$ cat config.mk
export PLATFORM = sky130hd
export DESIGN_NAME = pdt_timer
export DESIGN_NICKNAME = d
export VERILOG_FILES = /design/src/rtl/pdt_pkg.sv /design/src/rtl/pdt_pin_sync.sv /design/src/rtl/pdt_prescaler.sv /design/src/rtl/pdt_counter.sv /design/src/rtl/pdt_timer.sv
export SDC_FILE = /design/constraint.sdc
export NUM_CORES = 1
export LEC_CHECK = 0
export ABC_CLOCK_PERIOD_IN_PS = 2200
export CAP_MARGIN = 20
export CORE_UTILIZATION = 40
export DETAILED_ROUTE_END_ITERATION = 12
export GPL_ROUTABILITY_DRIVEN = 0
export SLEW_MARGIN = 0
export SYNTH_ARGS = -nofsm -noshare
export SYNTH_HDL_FRONTEND = slang
export SYNTH_SLANG_ARGS = --single-unit
$ cat constraint.sdc
create_clock -name clk -period 2.2 [get_ports clk]
set_input_delay 0.44 -clock clk [delete_from_list [all_inputs] [get_ports clk]]
set_output_delay 0.44 -clock clk [all_outputs]
set_load 0.005 [all_outputs]
$ cat src/rtl/pdt_pkg.sv
package pdt_pkg;
  localparam int DATA_W = 8;
  localparam int PRE_W  = 7;
  localparam int TAP_W  = 3;
  localparam int ADDR_W = 2;

  localparam logic [ADDR_W-1:0] A_CTRL = 2'd0;
  localparam logic [ADDR_W-1:0] A_PRE  = 2'd1;
  localparam logic [ADDR_W-1:0] A_CNT  = 2'd2;

  typedef struct packed {
    logic             zf;
    logic             ie;
    logic             dir_out;
    logic             level;
    logic             run;
    logic [TAP_W-1:0] tap;
  } ctrl_t;
endpackage

$ cat src/rtl/pdt_pin_sync.sv
module pdt_pin_sync #(
  parameter int STAGES = 2
) (
  input  logic clk,
  input  logic rst_n,
  input  logic pin_in,
  input  logic mc_en,
  input  logic run,
  input  logic dir_out,
  input  logic level,
  output logic tick
);
  logic [STAGES:0] sync_q, sync_d;
  logic            synced, prev, rise;

  always_comb begin
    sync_d = {sync_q[STAGES-1:0], pin_in};
  end

  always_ff @(posedge clk or negedge rst_n) begin
    if (!rst_n) sync_q <= '0;
    else        sync_q <= sync_d;
  end

  assign synced = sync_q[STAGES-1];
  assign prev   = sync_q[STAGES];
  assign rise   = synced & ~prev;

  always_comb begin
    if (!run)         tick = 1'b0;
    else if (dir_out) tick = mc_en;
    else if (!level)  tick = rise;
    else              tick = mc_en & synced;
  end

  // in event mode a tick needs a fresh rising edge of the synchronized pin
  assert_event_edge_R11: assert property (@(posedge clk) disable iff (!rst_n)
    (tick && !dir_out && !level) |-> (sync_q[STAGES-1] && !sync_q[STAGES]));
endmodule

$ cat src/rtl/pdt_prescaler.sv
module pdt_prescaler #(
  parameter int W  = 7,
  parameter int TW = 3
) (
  input  logic          clk,
  input  logic          rst_n,
  input  logic          run,
  input  logic          tick,
  input  logic          load,
  input  logic [W-1:0]  load_val,
  input  logic [TW-1:0] tap,
  output logic [W-1:0]  pre_q,
  output logic          pulse
);
  logic [W-1:0] pre_d;
  logic [W-1:0] mask;

  always_comb begin
    for (int i = 0; i < W; i++) mask[i] = (i < int'(tap));
  end

  assign pulse = tick & ((pre_q & mask) == '0);

  always_comb begin
    if (!run)      pre_d = '1;
    else if (load) pre_d = load_val;
    else if (tick) pre_d = pre_q - 1'b1;
    else           pre_d = pre_q;
  end

  always_ff @(posedge clk or negedge rst_n) begin
    if (!rst_n) pre_q <= '1;
    else        pre_q <= pre_d;
  end

  assert_stop_forces_ones_R5: assert property (@(posedge clk) disable iff (!rst_n)
    !run |=> (pre_q == {W{1'b1}}));

  assert_tick_steps_down_R3: assert property (@(posedge clk) disable iff (!rst_n)
    (run && tick && !load) |=> (pre_q == $past(pre_q) - 1'b1));
endmodule

$ cat src/rtl/pdt_counter.sv
module pdt_counter #(
  parameter int W = 8
) (
  input  logic         clk,
  input  logic         rst_n,
  input  logic         pulse,
  input  logic         load,
  input  logic         hold,
  input  logic [W-1:0] load_val,
  output logic [W-1:0] cnt_q,
  output logic         timeout
);
  logic [W-1:0] cnt_d;
  logic         step;

  assign step    = pulse & ~load & ~hold;
  assign timeout = step & (cnt_q == W'(1));

  always_comb begin
    if (load)      cnt_d = load_val;
    else if (step) cnt_d = cnt_q - 1'b1;
    else           cnt_d = cnt_q;
  end

  always_ff @(posedge clk or negedge rst_n) begin
    if (!rst_n) cnt_q <= '1;
    else        cnt_q <= cnt_d;
  end

  assert_decrement_wraps_R6: assert property (@(posedge clk) disable iff (!rst_n)
    (pulse && !load && !hold) |=> (cnt_q == $past(cnt_q) - 1'b1));

  assert_write_wins_R8: assert property (@(posedge clk) disable iff (!rst_n)
    load |=> (cnt_q == $past(load_val)));
endmodule

$ cat src/rtl/pdt_timer.sv
module pdt_timer
  import pdt_pkg::*;
#(
  parameter int SYNC_STAGES = 2
) (
  input  logic              clk,
  input  logic              rst_n,
  input  logic              mc_en,
  input  logic [ADDR_W-1:0] reg_addr,
  input  logic              reg_wr,
  input  logic              reg_rd,
  input  logic [DATA_W-1:0] reg_wdata,
  output logic [DATA_W-1:0] reg_rdata,
  input  logic              pin_in,
  output logic              pin_out,
  output logic              pin_oe,
  output logic              zero_flag,
  output logic              irq
);
  logic [1:0] rst_sync_q;
  logic       rst_int_n;

  always_ff @(posedge clk or negedge rst_n) begin
    if (!rst_n) rst_sync_q <= '0;
    else        rst_sync_q <= {rst_sync_q[0], 1'b1};
  end
  assign rst_int_n = rst_sync_q[1];

  ctrl_t             ctrl_q, ctrl_d;
  logic              out_q, out_d;
  logic              wr_ctrl, rd_ctrl, wr_pre, wr_cnt;
  logic              tick, pulse, timeout;
  logic [PRE_W-1:0]  pre_q;
  logic [DATA_W-1:0] cnt_q;

  assign wr_ctrl = reg_wr && (reg_addr == A_CTRL);
  assign rd_ctrl = reg_rd && !reg_wr && (reg_addr == A_CTRL);
  assign wr_pre  = reg_wr && (reg_addr == A_PRE);
  assign wr_cnt  = reg_wr && (reg_addr == A_CNT);

  pdt_pin_sync #(.STAGES(SYNC_STAGES)) u_pin (
    .clk(clk), .rst_n(rst_int_n), .pin_in(pin_in), .mc_en(mc_en),
    .run(ctrl_q.run), .dir_out(ctrl_q.dir_out), .level(ctrl_q.level),
    .tick(tick)
  );

  pdt_prescaler #(.W(PRE_W), .TW(TAP_W)) u_pre (
    .clk(clk), .rst_n(rst_int_n), .run(ctrl_q.run), .tick(tick),
    .load(wr_pre), .load_val(reg_wdata[PRE_W-1:0]), .tap(ctrl_q.tap),
    .pre_q(pre_q), .pulse(pulse)
  );

  pdt_counter #(.W(DATA_W)) u_cnt (
    .clk(clk), .rst_n(rst_int_n), .pulse(pulse), .load(wr_cnt),
    .hold(wr_pre), .load_val(reg_wdata), .cnt_q(cnt_q), .timeout(timeout)
  );

  always_comb begin
    ctrl_d = ctrl_q;
    if (wr_ctrl) begin
      ctrl_d = ctrl_t'(reg_wdata);
    end else if (rd_ctrl) begin
      ctrl_d.zf = 1'b0;
    end else if (wr_cnt && (reg_wdata == '0)) begin
      ctrl_d.zf = 1'b1;
    end else if (timeout) begin
      ctrl_d.zf = 1'b1;
    end
  end

  always_comb begin
    out_d = out_q;
    if (timeout && ctrl_q.dir_out) out_d = ctrl_q.level;
  end

  always_ff @(posedge clk or negedge rst_int_n) begin
    if (!rst_int_n) begin
      ctrl_q <= '0;
      out_q  <= 1'b1;
    end else begin
      ctrl_q <= ctrl_d;
      out_q  <= out_d;
    end
  end

  always_comb begin
    case (reg_addr)
      A_CTRL:  reg_rdata = ctrl_q;
      A_PRE:   reg_rdata = {{(DATA_W-PRE_W){1'b0}}, pre_q};
      A_CNT:   reg_rdata = cnt_q;
      default: reg_rdata = '0;
    endcase
  end

  assign pin_out   = out_q;
  assign pin_oe    = ctrl_q.dir_out;
  assign zero_flag = ctrl_q.zf;
  assign irq       = ctrl_q.zf & ctrl_q.ie;

  assert_read_clears_R7: assert property (@(posedge clk) disable iff (!rst_int_n)
    rd_ctrl |=> !zero_flag);

  assert_access_masks_timeout_R9: assert property (@(posedge clk) disable iff (!rst_int_n)
    (timeout && wr_ctrl && !reg_wdata[7]) |=> !zero_flag);

  assert_pin_moves_on_timeout_R10: assert property (@(posedge clk) disable iff (!rst_int_n)
    !$stable(pin_out) |-> $past(timeout && pin_oe));
endmodule

# After elaboration in Yosys (flattened, before gate mapping)
# Cells that the tools add are included.
# totals
inputBits,16
output_inout_bits,12
elab_cells,61
reg_bits,29
# classes
eq_ne,4
add_sub_neg,2
order_cmp,7
bitwise,11
reduce_logical,13
n_mux,13
# ops
operator,n
one-hot mux 8 bit (3 select lines),1
2-to-1 mux 7 bit,3
2-to-1 mux 8 bit,2
"less-than comparator 3 bit, first input constant",3
"equality test 8 x 1 -> 1 bit, second input constant",1
logical NOT 8 bit,1
"subtractor 8 x 1 -> 8 bit, second input constant",1
AND 1 bit,7
AND 7 bit,1
logical AND 1 bit,7
logical NOT 7 bit,1
2-to-1 mux 1 bit,7
"subtractor 7 x 1 -> 7 bit, second input constant",1
"less-than comparator 1 x 3 -> 1 bit, first input constant",2
"less-than comparator 2 x 3 -> 1 bit, first input constant",2
nonzero test 4 bit,1
"!= test 3 x 1 -> 1 bit, second input constant",1
inverter 1 bit,3
"equality test 2 x 1 -> 1 bit, second input constant",1
"equality test 2 bit, second input constant",1
logical NOT 2 bit,1
nonzero test 2 bit,1
logical NOT 1 bit,1

# Depth between registers and ports, before layout
# depth
word_depth,13
mapped_depth,7
ltp_nobuf,7

# Cells and area by module
# From an unflattened synthesis, not the netlist that was laid out.
# unflattened
hier_cells,174
area_unflattened_um2,1760.4
# by_module_without_submodules
module,instances,cells_per_inst,area_per_inst_um2,seq_area_each_um2
pdt_timer,1,60,663.1,276.5
pdt_prescaler,1,56,506.7,183.9
pdt_counter,1,50,486.7,210.2
pdt_pin_sync,1,8,103.8,75.1

# Least setup slack after synthesis
# No wires, ideal clock.
# synth_path
path_type,register to register
start,register ctrl_q[4] in the netlist's numbering
end,register u_cnt.cnt_q[3]
path_slack_ns,0.041
setup_time_ns,0.077
t_arrival_ns,2.082
required_ns,2.123
path_buffers,0
path_stages_with_launch,6
path_cell_list,dfrtp_1 -> or4b_4 -> o21a_4 -> or4_4 -> or3_1 -> a31oi_1
# synth_between
elab_chain_len,7
# synth_rtl
element,line_no,rtl
start: declaration,pdt_timer.sv:29,"ctrl_t ctrl_q, ctrl_d;"
start signal: assignment,pdt_timer.sv:81,ctrl_q <= ctrl_d;
2-to-1 mux 1 bit,pdt_pin_sync.sv:32,else if (!level) tick = rise;
2-to-1 mux 1 bit,pdt_pin_sync.sv:31,else if (dir_out) tick = mc_en;
2-to-1 mux 1 bit,pdt_pin_sync.sv:30,if (!run) tick = 1'b0;
AND 1 bit,pdt_prescaler.sv:22,assign pulse = tick & ((pre_q & mask) == '0);
AND 1 bit (2 in series),pdt_counter.sv:16,assign step = pulse & ~load & ~hold;
nonzero test 2 bit (no source line),-,
end signal: assignment,pdt_counter.sv:27,else cnt_q <= cnt_d;
end: declaration,pdt_counter.sv:10,"output logic [W-1:0] cnt_q,"
# No other way between the ends.
# A chain may end at the register's enable or synchronous reset.

# Worst setup path after layout
# Same ends and word-level chain as after synthesis.

==> impl_results.md <==
- Max Cap Viol: 0
- Worst vdd ir: 0.4061 mV
- Final cycle utilization of the critical path: 98.44%
- TNS Setup: 0 ns
- Layout cell share with drive strength beyond 1: 30.80%
- Final setup skew: 0.007687 ns
- Min cycle time layout: 2.166 ns
- Hold_ws: 0.1061 ns
- Post-synthesis simple-gate area fraction: 20.91%
- Dpl ws: -0.2933 ns
- Antenna violations before repair: 0
- Critical path peak fanout: 2
- CP Launch Type: flip-flop
- Largest family of logic cells by synthesized area: simple AND/OR/NAND/NOR gates
- CP endpoint kind: flip-flop
- Overflow after GRT: 0
- Core area: 0.004115 mm^2
- DRT iter0 DRCs: 85
- 1st-pass router iterations: 4
- # fillers: 372
- Total GRT Usage: 23.45%
- Syn nets: 201
- WP data required: 2.42 ns
- Outcome: finished clean
- Die H: 68.20 um
- Synth Area in Compound Gates: 15.63%
- CP arrival: 2.38 ns
- CP max stage cell: or4_4
- WP buf/inv: 0
- Synth area leader: dfstp_2
- Worst reg2reg path endpoint: u_cnt.cnt_q[3]
- XOR/XNOR Fraction of Synth Area: 3.498%
- #FFs+latches synth: 29
- Vias in the first global route: 1596
- Wire per inst: 16.64 um
- CP cell instances: or4b_4 -> o21a_4 -> or4_4 -> or3_1 -> a31oi_1
- Critical Path Stages: 5
- Syn avg cell area: 9.631 um^2
- Worst slew pin tran: 0.6786 ns
- Area growth syn-to-layout: 34.26%
- Setup repair after global routing missed its margin: yes
- Number of CTS-inserted buffers: 5
- Hpwl dp: 3553 um
- Top-area cell type share of the netlist area: 23.98%
- FMAX: 461.8 MHz
- Setup CP Type: reg -> reg
- Largest net degree at the start of global routing: 22
- Syn. warnings: 0
- Die width: 68.20 um
- Flop-to-flop setup slack: 0.03 ns
- Synth area leaders: dfstp_2 (24%), dfrtp_1 (19%), mux2i_1 (6.3%)
- Syn Inst Count: 182
- Adder-cell share of the synthesized area: 2.141%
- # clock sinks: 29
- Worst Setup Slack, final: 0.03442 ns
- Top Family by Delay on Critical Path: simple AND/OR/NAND/NOR gates
- Ys flop type: dfstp_2
- CTS max path bufs: 2
- Rows: 23
- Tightest Hold Check Type: reg -> async
- Clk pin slew, worst setup/hold paths: 0.07 ns
- Cell area after synthesis: 0.001753 mm^2
- Crit-path max cell delay: 0.55 ns
- Max-slew violations: 0
- Worst-skew pair later-pin latency: 0.29 ns
- Post-synthesis mux area share: 12.06%
- Die area: 0.004651 mm^2
- Root buffer selected by CTS: clkbuf_8
- Netlist cell types: 41
- Slew headroom: 54.34%
- Final WL: 4776 um
- Overall Power: 0.001624 W
- Ant diodes: 0
- Util after Layout: 57.19%
- Port bufs: 27
- DR vias/cell: 5.578
- Pwr dens: 689.9 mW/mm^2
- EDFF count, synth: 0
- Starting Density: 42.60%
- Number of I/O pins: 28
- Post-synth ARST share: 100.0%
- Leakage: 0.9760 nW
- Multi-input gate area: 968.4 um^2
- TritonCTS clock tree: built
- CTS hold repair buffers: 0
- Post-route ant nets: 0
- DR vias: 1601
- # setup viols final: 0
- DRC: 0
- Reg area: 745.7 um^2
- Nets: 255
- H-tree Lvls: 2
- Crit Reg-Reg Startpoint: ctrl_q[4]
- Most instantiated cells after synthesis: nand2_1 (19), o21ai_0 (17), dfstp_2 (16)
- First-pass GRT wire length: 7728 um
- Sequential fraction of the synthesis area: 42.54%
- Hold Vio Cnt, Final: 0
- Most frequent cell after synthesis: nand2_1
- Worst r2r path cells: 5
==> through the flow <==
stage	cells	area [um^2]
global route	287	2354
finish	287	2354
global placement	272	2222
CTS	286	2345
detailed placement	272	2222
floorplan	182	1753
==> cell usage in the layout (no fill, tap or decap), types with 8 or more instances in the layout <==
master / count
dfstp_2: 16
mux2i_1: 11
dfrtp_1: 13
clkdlybuf4s50_1: 18
nor2_1: 11
buf_4: 23
nand2_1: 19
mux2_2: 8
o21ai_0: 12
==> where the power goes <==
part | switching [W] | total (W) | leakage, nW | internal [W]
sequential | 0.0000927 | 0.000728 | 0.322 | 0.000636
combinational | 0.000233 | 0.000477 | 0.609 | 0.000244
clock | 0.000200 | 0.000418 | 0.0450 | 0.000218
==> repair_timing <==
| item | in CTS | in global routing |
|---|---|---|
| resized for setup | 15 | 16 |
| pin swaps | 0 | 8 |
| buffers inserted | 6 | 1 |
| setup endpoints to repair | 8 | 14 |
| cloned | 0 | 0 |
==> area by class of cell <==
type                            instances  share of cell area, %
Multi-Input combinational cell        139                  41.15
Sequential cell                        29                  31.69
Timing Repair Buffer                   54                  19.88
Clock buffer                            6                  3.083
Tap cell                               50                  2.658
Inverter                                7                  1.116
Clock inverter                          2                 0.4253
==> per-layer routing <==
layer / part of all wire, % / routed length, um / GRT usage [%]
met5: 0 / 0 / 0
met1: 46 / 2180 / 29.50
met3: 5.3 / 252 / 6.167
met4: 2.4 / 116 / 10.42
met2: 47 / 2226 / 37.50
==> registers in the layout, indices dropped and copies added, names as in the netlist <==
signal        flops
zero_flag         1
u_cnt.cnt_q       8
ctrl_q            6
pin_out           1
u_pre.pre_q       7
rst_sync_q        2
pin_oe            1
u_pin.sync_q      3
==> cell families (layout without fill, tap and decap cells) <==
kind of cell,after synthesis,after routing
and+or+nand+nor,65,65
AOI/OAI and AO/OA,43,43
DFF,29,29
muxes,20,20
buffers and inverters,14,69
xor gates and xnor gates,7,7
adders and majority gates,3,3
other,1,1
==> worst max path at each step <==
stage | start | end | slack (ns)
after floorplan | ctrl_q[4] | u_cnt.cnt_q[3] | 0.04
after detailed placement | reg_addr[0] | reg_rdata[3] | -0.29
final | ctrl_q[4] | u_cnt.cnt_q[3] | 0.03
after global routing | ctrl_q[4] | u_cnt.cnt_q[3] | -0.05
after global placement | reg_addr[1] | reg_rdata[2] | -0.26
after CTS | reg_addr[1] | u_cnt.cnt_q[3] | -0.03
Note: power is estimated with default switching activity, not from simulation.
